**config.mk**
```make
export PLATFORM = sky130hd
export DESIGN_NAME = xif_forwarder
export DESIGN_NICKNAME = d
export VERILOG_FILES = /design/src/rtl/xif_pkg.sv /design/src/rtl/xif_sync.sv /design/src/rtl/xif_detect.sv /design/src/rtl/xif_regfile.sv /design/src/rtl/xif_forwarder.sv
export SDC_FILE = /design/constraint.sdc
export NUM_CORES = 1
export LEC_CHECK = 0
export BUFFER_PORTS_ARGS = -buffer_cell sky130_fd_sc_hd__clkbuf_2
export CAP_MARGIN = 20
export CORE_MARGIN = 2
export CORE_UTILIZATION = 35
export CTS_BUF_LIST = sky130_fd_sc_hd__clkbuf_4 sky130_fd_sc_hd__clkbuf_8
export CTS_CLUSTER_SIZE = 14
export DETAILED_ROUTE_END_ITERATION = 6
export GPL_TIMING_DRIVEN = 0
export HOLD_SLACK_MARGIN = 0.1
export SLEW_MARGIN = 20
export SYNTH_ARGS = -nofsm -noshare
export SYNTH_HDL_FRONTEND = slang
export SYNTH_SLANG_ARGS = --single-unit
```
**constraint.sdc**
```tcl
create_clock -name clk -period 1.4 [get_ports clk]
set_input_delay 0.14 -clock clk [delete_from_list [all_inputs] [get_ports clk]]
set_output_delay 0.14 -clock clk [all_outputs]
set_load 0.02 [all_outputs]
```
**src/rtl/xif_pkg.sv**
```systemverilog
// Shared definitions for the external interrupt forwarder.
// Assumes word-aligned byte addresses with 8 register words.
package xif_pkg;

    localparam int REG_IDX_W = 3;

    // Register word selector; the index is byte address bits [4:2].
    typedef enum logic [REG_IDX_W-1:0] {
        SEL_MASK  = 3'd0,
        SEL_SRC   = 3'd1,
        SEL_MSTAT = 3'd2,
        SEL_RSTAT = 3'd3,
        SEL_CLEAR = 3'd4,
        SEL_POL   = 3'd5,
        SEL_EDGE  = 3'd6,
        SEL_SWI   = 3'd7
    } reg_sel_e;

endpackage

```
**src/rtl/xif_sync.sv**
```systemverilog
// Multi-stage synchroniser for a bank of asynchronous inputs.
// Assumes STAGES >= 2; every stage resets to zero.
module xif_sync #(
    parameter int WIDTH  = 32,
    parameter int STAGES = 2
) (
    input  logic             clk,
    input  logic             rst_n,
    input  logic [WIDTH-1:0] async_in,
    output logic [WIDTH-1:0] sync_out
);

    logic [WIDTH-1:0] stage_q [STAGES];

    // Shift the inputs through the synchroniser chain.
    always_ff @(posedge clk) begin
        if (!rst_n) begin
            for (int s = 0; s < STAGES; s++) begin
                stage_q[s] <= '0;
            end
        end else begin
            stage_q[0] <= async_in;
            for (int s = 1; s < STAGES; s++) begin
                stage_q[s] <= stage_q[s-1];
            end
        end
    end

    assign sync_out = stage_q[STAGES-1];

endmodule

```
**src/rtl/xif_detect.sv**
```systemverilog
// Per-line trigger detection and sticky request latch.
// Level mode: the input is at its polarity level.
// Edge mode: the input has just moved to its polarity level, judged
// against the previous synchronised sample.
// A clear beats a trigger in the same cycle.
module xif_detect #(
    parameter int WIDTH = 32
) (
    input  logic             clk,
    input  logic             rst_n,
    input  logic [WIDTH-1:0] sync_in,
    input  logic [WIDTH-1:0] edge_sel,
    input  logic [WIDTH-1:0] pol,
    input  logic [WIDTH-1:0] clr,
    output logic [WIDTH-1:0] trig,
    output logic [WIDTH-1:0] req_q
);

    logic [WIDTH-1:0] prev_q;

    // Remember the last synchronised sample for edge detection.
    always_ff @(posedge clk) begin
        if (!rst_n) prev_q <= '0;
        else        prev_q <= sync_in;
    end

    for (genvar i = 0; i < WIDTH; i++) begin : g_line
        logic at_level;
        logic moved;

        assign at_level = (sync_in[i] == pol[i]);
        assign moved    = (sync_in[i] != prev_q[i]);

        // Select the trigger condition for this line's mode.
        always_comb begin
            if (edge_sel[i]) trig[i] = at_level && moved;
            else             trig[i] = at_level;
        end

        // Latch the request; a clear has priority over a new trigger.
        always_ff @(posedge clk) begin
            if (!rst_n)       req_q[i] <= 1'b0;
            else if (clr[i])  req_q[i] <= 1'b0;
            else if (trig[i]) req_q[i] <= 1'b1;
        end
    end

endmodule

```
**src/rtl/xif_regfile.sv**
```systemverilog
// Register file and read mux for the forwarder.
// Assumes ADDR_W >= 5 and byte addressing. Misaligned accesses or
// set upper bits hit nothing. Status words are read-only, and the
// clear word is write-one-to-clear and reads as zero.
module xif_regfile
    import xif_pkg::*;
#(
    parameter int WIDTH  = 32,
    parameter int ADDR_W = 5
) (
    input  logic              clk,
    input  logic              rst_n,
    input  logic              wr,
    input  logic [ADDR_W-1:0] addr,
    input  logic [WIDTH-1:0]  wdata,
    input  logic [WIDTH-1:0]  raw_req,
    output logic [WIDTH-1:0]  mask_q,
    output logic [WIDTH-1:0]  pol_q,
    output logic [WIDTH-1:0]  edge_q,
    output logic [WIDTH-1:0]  clr_pulse,
    output logic [WIDTH-1:0]  masked,
    output logic [WIDTH-1:0]  rdata
);

    localparam int IDX_LO = 2;
    localparam int IDX_HI = IDX_LO + REG_IDX_W - 1;

    logic [WIDTH-1:0] src_q;
    logic [WIDTH-1:0] swi_q;
    logic             upper_zero;
    logic             hit;
    reg_sel_e         sel;

    if (ADDR_W > IDX_HI + 1) begin : g_upper
        assign upper_zero = (addr[ADDR_W-1:IDX_HI+1] == '0);
    end else begin : g_noupper
        assign upper_zero = 1'b1;
    end

    assign sel = reg_sel_e'(addr[IDX_HI:IDX_LO]);
    assign hit = upper_zero && (addr[IDX_LO-1:0] == '0);

    // Hold the writable configuration words.
    always_ff @(posedge clk) begin
        if (!rst_n) begin
            mask_q <= '1;
            pol_q  <= '1;
            edge_q <= '0;
            src_q  <= '0;
            swi_q  <= '0;
        end else if (wr && hit) begin
            case (sel)
                SEL_MASK: mask_q <= wdata;
                SEL_SRC:  src_q  <= wdata;
                SEL_POL:  pol_q  <= wdata;
                SEL_EDGE: edge_q <= wdata;
                SEL_SWI:  swi_q  <= wdata;
                default:  ;
            endcase
        end
    end

    // Produce the one-cycle clear vector from a write to the clear word.
    always_comb begin
        clr_pulse = '0;
        if (wr && hit && (sel == SEL_CLEAR)) clr_pulse = wdata;
    end

    assign masked = raw_req & ~mask_q;

    // Select the read data for the addressed word.
    always_comb begin
        rdata = '0;
        if (hit) begin
            case (sel)
                SEL_MASK:  rdata = mask_q;
                SEL_SRC:   rdata = src_q;
                SEL_MSTAT: rdata = masked;
                SEL_RSTAT: rdata = raw_req;
                SEL_CLEAR: rdata = '0;
                SEL_POL:   rdata = pol_q;
                SEL_EDGE:  rdata = edge_q;
                SEL_SWI:   rdata = swi_q;
                default:   rdata = '0;
            endcase
        end
    end

endmodule

```
**src/rtl/xif_forwarder.sv**
```systemverilog
// Top level of the external interrupt forwarder.
// Path: synchroniser, then trigger detection and request latch, then
// masking onto the outputs. Assumes line_in is asynchronous to clk.
module xif_forwarder #(
    parameter int NUM_LINES   = 32,
    parameter int ADDR_W      = 5,
    parameter int SYNC_STAGES = 2
) (
    input  logic                 clk,
    input  logic                 rst_n,
    input  logic [NUM_LINES-1:0] line_in,
    input  logic                 bus_wr,
    input  logic [ADDR_W-1:0]    bus_addr,
    input  logic [NUM_LINES-1:0] bus_wdata,
    output logic [NUM_LINES-1:0] bus_rdata,
    output logic [NUM_LINES-1:0] irq_out
);

    logic [NUM_LINES-1:0] sync_lines;
    logic [NUM_LINES-1:0] trig;
    logic [NUM_LINES-1:0] req_q;
    logic [NUM_LINES-1:0] clr_pulse;
    logic [NUM_LINES-1:0] mask_q;
    logic [NUM_LINES-1:0] pol_q;
    logic [NUM_LINES-1:0] edge_q;
    logic [NUM_LINES-1:0] masked;

    xif_sync #(.WIDTH(NUM_LINES), .STAGES(SYNC_STAGES)) u_sync (
        .clk      (clk),
        .rst_n    (rst_n),
        .async_in (line_in),
        .sync_out (sync_lines)
    );

    xif_detect #(.WIDTH(NUM_LINES)) u_detect (
        .clk      (clk),
        .rst_n    (rst_n),
        .sync_in  (sync_lines),
        .edge_sel (edge_q),
        .pol      (pol_q),
        .clr      (clr_pulse),
        .trig     (trig),
        .req_q    (req_q)
    );

    xif_regfile #(.WIDTH(NUM_LINES), .ADDR_W(ADDR_W)) u_regs (
        .clk       (clk),
        .rst_n     (rst_n),
        .wr        (bus_wr),
        .addr      (bus_addr),
        .wdata     (bus_wdata),
        .raw_req   (req_q),
        .mask_q    (mask_q),
        .pol_q     (pol_q),
        .edge_q    (edge_q),
        .clr_pulse (clr_pulse),
        .masked    (masked),
        .rdata     (bus_rdata)
    );

    assign irq_out = masked;

endmodule

```
# Yosys cells after proc, flatten, opt, wreduce, memory -nomap -nowiden
# Memories as Yosys holds them, arrays and structs flattened.
# Cells that the tools add are included.
classes:
  n_eq_ne: 71
  mux: 39
  reduce_logical: 73
  bitwise: 5
op_table:
  columns: ["op", "count"]
  rows:
  - ["one-hot mux 32 bit (8 select lines)", 1]
  - ["two-way mux 32 bit", 4]
  - ["OR reduction 2 bit", 32]
  - ["logical AND 1 bit", 34]
  - ["two-way mux 1 bit", 34]
  - ["AND 32 bit", 1]
  - ["== test 1 bit", 32]
  - ["inequality test 1 bit", 32]
  - ["inverter 32 bit", 1]
  - ["== test 3 bit, second input constant", 4]
  - ["AND reduction 2 bit", 5]
  - ["== test 3 x 2 -> 1 bit, second input constant", 2]
  - ["== test 3 x 1 -> 1 bit, second input constant", 1]
  - ["logical NOT 3 bit", 1]
  - ["logical NOT 2 bit", 1]
  - ["OR 1 bit", 2]
  - ["inverter 1 bit", 1]
word_totals:
  out_inout_bits: 64
  ramBits: 64
  word_cells: 227
  mem_count: 1
  reg_bits: 224
  input_bits: 72
mem_list:
  columns: ["memory", "depth", "width", "rd", "rd_clocked_by_memory_dff", "wr", "line_no", "text"]
  rows:
  - ["u_sync.stage_q", 2, 32, 2, 0, 2, "xif_sync.sv:13", "logic [WIDTH-1:0] stage_q [STAGES];"]

# Longest topological paths before layout
logic_depth:
  depth_word: 5
  ltp_mapped: 7
  ltp_nobuf: 4

# Cells and area by module
# Synthesis repeated with hierarchy kept, for this count alone.
hier_totals:
  cells_unflattened: 1540
  hier_area_um2: 13208.9
by_module_without_submodules:
  columns: ["module", "cells_per_inst", "instances", "area_per_inst_um2", "seq_area_each_um2"]
  rows:
  - ["xif_regfile", 1079, 1, 8383.0, 3203.1]
  - ["xif_detect", 295, 1, 2793.9, 1281.2]
  - ["xif_sync", 166, 1, 2031.9, 1281.2]

# Worst setup path after synthesis
# Ideal clock, no wire load.
synth_path:
  kind: "register to output"
  start: "reg u_detect.req_q[30]"
  end: "out bus_rdata[30]"
  setup_slack_ns: -0.080
  path_stages_with_launch: 5
  arrival_time_ns: 1.340
  path_buffers: 0
  required_time_ns: 1.260
  cell_sequence: "dfxtp_1 > nor2b_1 > o21ai_0 > a21o_1 > a21oi_1"
synth_via:
  elab_chain_cells: 3
synth_lines:
  columns: ["element", "line_no", "text"]
  rows:
  - ["start: declaration", "xif_detect.sv:16", "output logic [WIDTH-1:0] req_q"]
  - ["start signal: indexed assignment", "xif_detect.sv:42", "if (!rst_n) req_q[i] <= 1'b0;"]
  - ["start signal: indexed assignment", "xif_detect.sv:43", "else if (clr[i]) req_q[i] <= 1'b0;"]
  - ["start signal: indexed assignment", "xif_detect.sv:44", "else if (trig[i]) req_q[i] <= 1'b1;"]
  - ["AND 32 bit", "xif_regfile.sv:69", "assign masked = raw_req & ~mask_q;"]
  - ["net irq_out[30]", "xif_forwarder.sv:16", "output logic [NUM_LINES-1:0] irq_out"]
  - ["one-hot mux 32 bit (8 select lines)", "xif_regfile.sv:75", "case (sel)"]
  - ["two-way mux 32 bit", "xif_regfile.sv:74", "if (hit) begin"]
  - ["end: declaration", "xif_forwarder.sv:15", "output logic [NUM_LINES-1:0] bus_rdata,"]
# The timed path passes the listed nets, and every way through them passes these cells.

# Worst setup path after layout
layout_path:
  start: "reg u_regs.edge_q[23]"
  end: "out bus_rdata[23]"
layout_via:
  elab_chain_cells: 2
layout_lines:
  columns: ["element", "line_no", "text"]
  rows:
  - ["start: declaration", "xif_regfile.sv:19", "output logic [WIDTH-1:0] edge_q,"]
  - ["start signal: assignment", "xif_regfile.sv:56", "SEL_EDGE: edge_q <= wdata;"]
  - ["one-hot mux 32 bit (8 select lines)", "xif_regfile.sv:75", null]
  - ["two-way mux 32 bit", "xif_regfile.sv:74", null]
# Every way passes these cells.

==> flow_metrics.py <==
metrics = {
    "outcome": {
        "status": "finished, violations left",
        "violations": "setup timing",
    },
    "critical_path": {
        "path_class": "flop to primary output",
        "path_max_fanout": 4,
        "cp-end-kind": "primary output",
        "setup.worst_path.start_class": "flop",
        "critPathArrivalTime_ns": 1.81,
        "crit_required_ns": 1.26,
    },
    "clock_network": {
        "clockRootBuffer": "clkbuf_8",
        "clk_latency_ns": 0.59,
        "clk_pin_slew_ns": 0.06,
        "cts_tree": "yes",
        "clock-sinks": 288,
        "clockBufferDepth": 3,
        "htree_levels": 2,
        "numCtsBuffers": 51,
    },
    "sta": {
        "worstMarginPinSlew_ns": 0.846,
        "hold_viol_final": 0,
        "rsz0062_at_grt": "yes",
        "setup_viol": 53,
        "clock-skew-final_ns": 0.00877,
        "final-max-slew-violation-count": 0,
        "finalCritPeriodShare": 1.39,
        "fin_ws_ns": -0.546,
        "max_freq_mhz": 514,
        "period_needed_ns": 1.95,
        "slew_headroom": 0.436,
    },
    "floorplan": {
        "io_pins": 136,
        "start_util": 0.356,
        "die_w_um": 192,
        "die_area_sq_um": 36800,
        "core_area_sq_um": 34600,
        "rows": 68,
        "die_h_um": 192,
    },
    "synthesis": {
        "synth_seq_cells": 288,
        "synth_top_family_by_area": "simple AND/OR/NAND/NOR gates",
        "async_reset_ff_frac": 0,
        "ys_seq_area_frac": 0.468,
        "syn_inst": 1469,
        "yosys.area_share.adder": 0,
        "synth_edf_count": 0,
        "syn_area_per_cell_sq_um": 8.39,
        "synthSimpleGateAreaFrac": 0.250,
        "ys.flop_type": "dfxtp_1",
        "synth_area_sq_um": 12300,
        "yosysUniqueCellTypes": 42,
        "synth_mux_area_frac": 0.0341,
        "yosys.area_share.xor_xnor": 0,
        "synth_compound_area_frac": 0.200,
        "synth_nets": 1541,
        "yosys_warnings": 0,
    },
    "drt": {
        "routed_wl_um": 48400,
        "vias": 12366,
        "ant_nets": 0,
        "drtIter0Drc": 1172,
        "via_per_inst": 5.48,
        "detail_route.wl_per_cell_um": 21.4,
        "first_pass_iters": 6,
        "drc": 0,
    },
    "layout": {
        "mostFrequentLayoutCells": "361 x nand2_1, 220 x dfxtp_1, 101 x and2_1",
        "multi_input_area_sq_um": 6580,
        "num-fill-cells": 3244,
        "drive_above_1_share": 0.290,
        "utilization": 0.494,
        "stdcell_area_sq_um": 17100,
        "seq_area_sq_um": 5870,
        "mostFrequentLayoutCell": "nand2_1",
        "area_growth_pct": 38.8,
        "final_net_count": 1836,
    },
    "place": {
        "place.gp.congestion": 0.927,
        "placed_area_sq_um": 13600,
        "port_buffers": 134,
        "dp_hpwl_um": 31700,
    },
    "grt": {
        "grt_overflow": 0,
        "grt_use_total": 0.263,
        "grt_max_degree": 14,
        "grt_pass1_vias": 12103,
        "antenna_found_initial": 1,
        "grt_pass1_wl_um": 72200,
    },
    "pwr": {
        "p_leak_nw": 6.92,
        "p_per_area_nw_per_um2": 1100,
        "ir_drop_v": 0.000725,
    },
    "hold_path": {
        "hold_path.class": "input port to flop",
    },
    "flow_run": {
        "maxCapViolations": 0,
    },
}
-- critical path: stages (launching register included) --
cell	delay, ns
dfxtp_2	0.34
mux2_4	0.27
a221oi_2	0.22
or3_1	0.16
o21ai_2	0.07
clkbuf_8	0.16
-- registers in the layout, indices dropped and copies added, names as in the netlist --
register and cells:
u_regs.src_q 32, u_regs.mask_q 32, u_regs.edge_q 32, u_detect.req_q 32, u_regs.swi_q 32, u_detect.prev_q 32
u_regs.pol_q 32, u_sync.stage_q 64
-- metrics by stage --
step                      power [mW]  std cells  setup TNS [ns]  hold slack, ns  worst slack, ns
after floorplan                 9.51       1469       -0.000107           0.229       -0.0000134
after global placement          10.2       2058         -132.44           0.345            -1.10
after detailed placement        10.2       2058         -134.35           0.349            -1.09
after CTS                       18.9       2253          -17.31           0.113           -0.550
after global routing            19.5       2256          -17.98           0.177           -0.628
final                           18.9       2257          -15.40           0.169           -0.546
-- path summary, 6_finish.rpt --
check,from,end,slack (ns),cells past startpoint
setup / recovery,u_regs.edge_q[23]$_SDFFE_PN0P_,bus_rdata[23],-0.55,5
hold / removal,bus_wr,u_regs.pol_q[0]$_SDFFE_PN1P_,0.17,4
setup reg to reg,u_regs.mask_q[6]$_SDFFE_PN1P_,u_regs.mask_q[6]$_SDFFE_PN1P_,0.07,9
hold reg to reg,u_sync.stage_q[0][13]$_SDFF_PN0_,u_sync.stage_q[0][45]$_SDFF_PN0_,0.42,1
-- synthesized netlist by cell type (15+ instances only) --
cell | number | area (sq um)
a21oi_1 | 93 | 465
nand2_1 | 362 | 1360
and2_1 | 101 | 632
a22oi_1 | 15 | 113
nand3_1 | 60 | 300
dfxtp_1 | 288 | 5770
nor3_1 | 32 | 160
nor2b_1 | 68 | 425
o31ai_1 | 32 | 240
mux2_2 | 16 | 180
mux2i_1 | 24 | 240
o2bb2ai_1 | 16 | 140
o21ai_0 | 54 | 270
a21boi_0 | 42 | 315
clkbuf_1 | 48 | 180
a21boi_1 | 54 | 405
buf_2 | 38 | 190
-- layer usage --
| layer | track usage | vias up | routed length (um) |
|---|---|---|---|
| li1 | - | 5653 | - |
| met1 | 0.337 | 5877 | 19900 |
| met2 | 0.421 | 684 | 21900 |
| met3 | 0.0521 | 152 | 4460 |
| met4 | 0.132 | 0 | 2160 |
| met5 | 0 | - | 0 |
-- cells by family (layout without fill, tap and decap cells) --
group	count (synthesis)	count (layout)
buffers and inverters	115	447
AOI/OAI and AO/OA	371	371
muxes	40	40
DFF	288	288
and+or+nand+nor	655	655
other	0	1
-- power by group --
group	leakage (nW)	switching, mW	internal (mW)
combinational	3.96	1.08	0.820
clock	0.586	3.61	4.75
sequential	2.37	0.161	8.42
-- cell type report --
type	count	area share
Buffer	109	0.0397
Clock inverter	16	0.00797
Sequential cell	288	0.343
Timing Repair Buffer	242	0.134
Clock buffer	74	0.0558
Inverter	6	0.00139
Multi-Input combinational cell	1066	0.384
Antenna cell	1	0.000146
Tap cell	455	0.0333
-- repair_timing --
| action | CTS | global route |
|---|---|---|
| hold buffers | 64 | 0 |
| setup buffers | 41 | 12 |
| cloned | 0 | 0 |
| endpoints found under the hold margin | 224 | 0 |
| resized for setup | 338 | 122 |
| pin swaps | 40 | 40 |
| setup endpoints to repair | 83 | 78 |
Power figures use the tool's default switching activity.
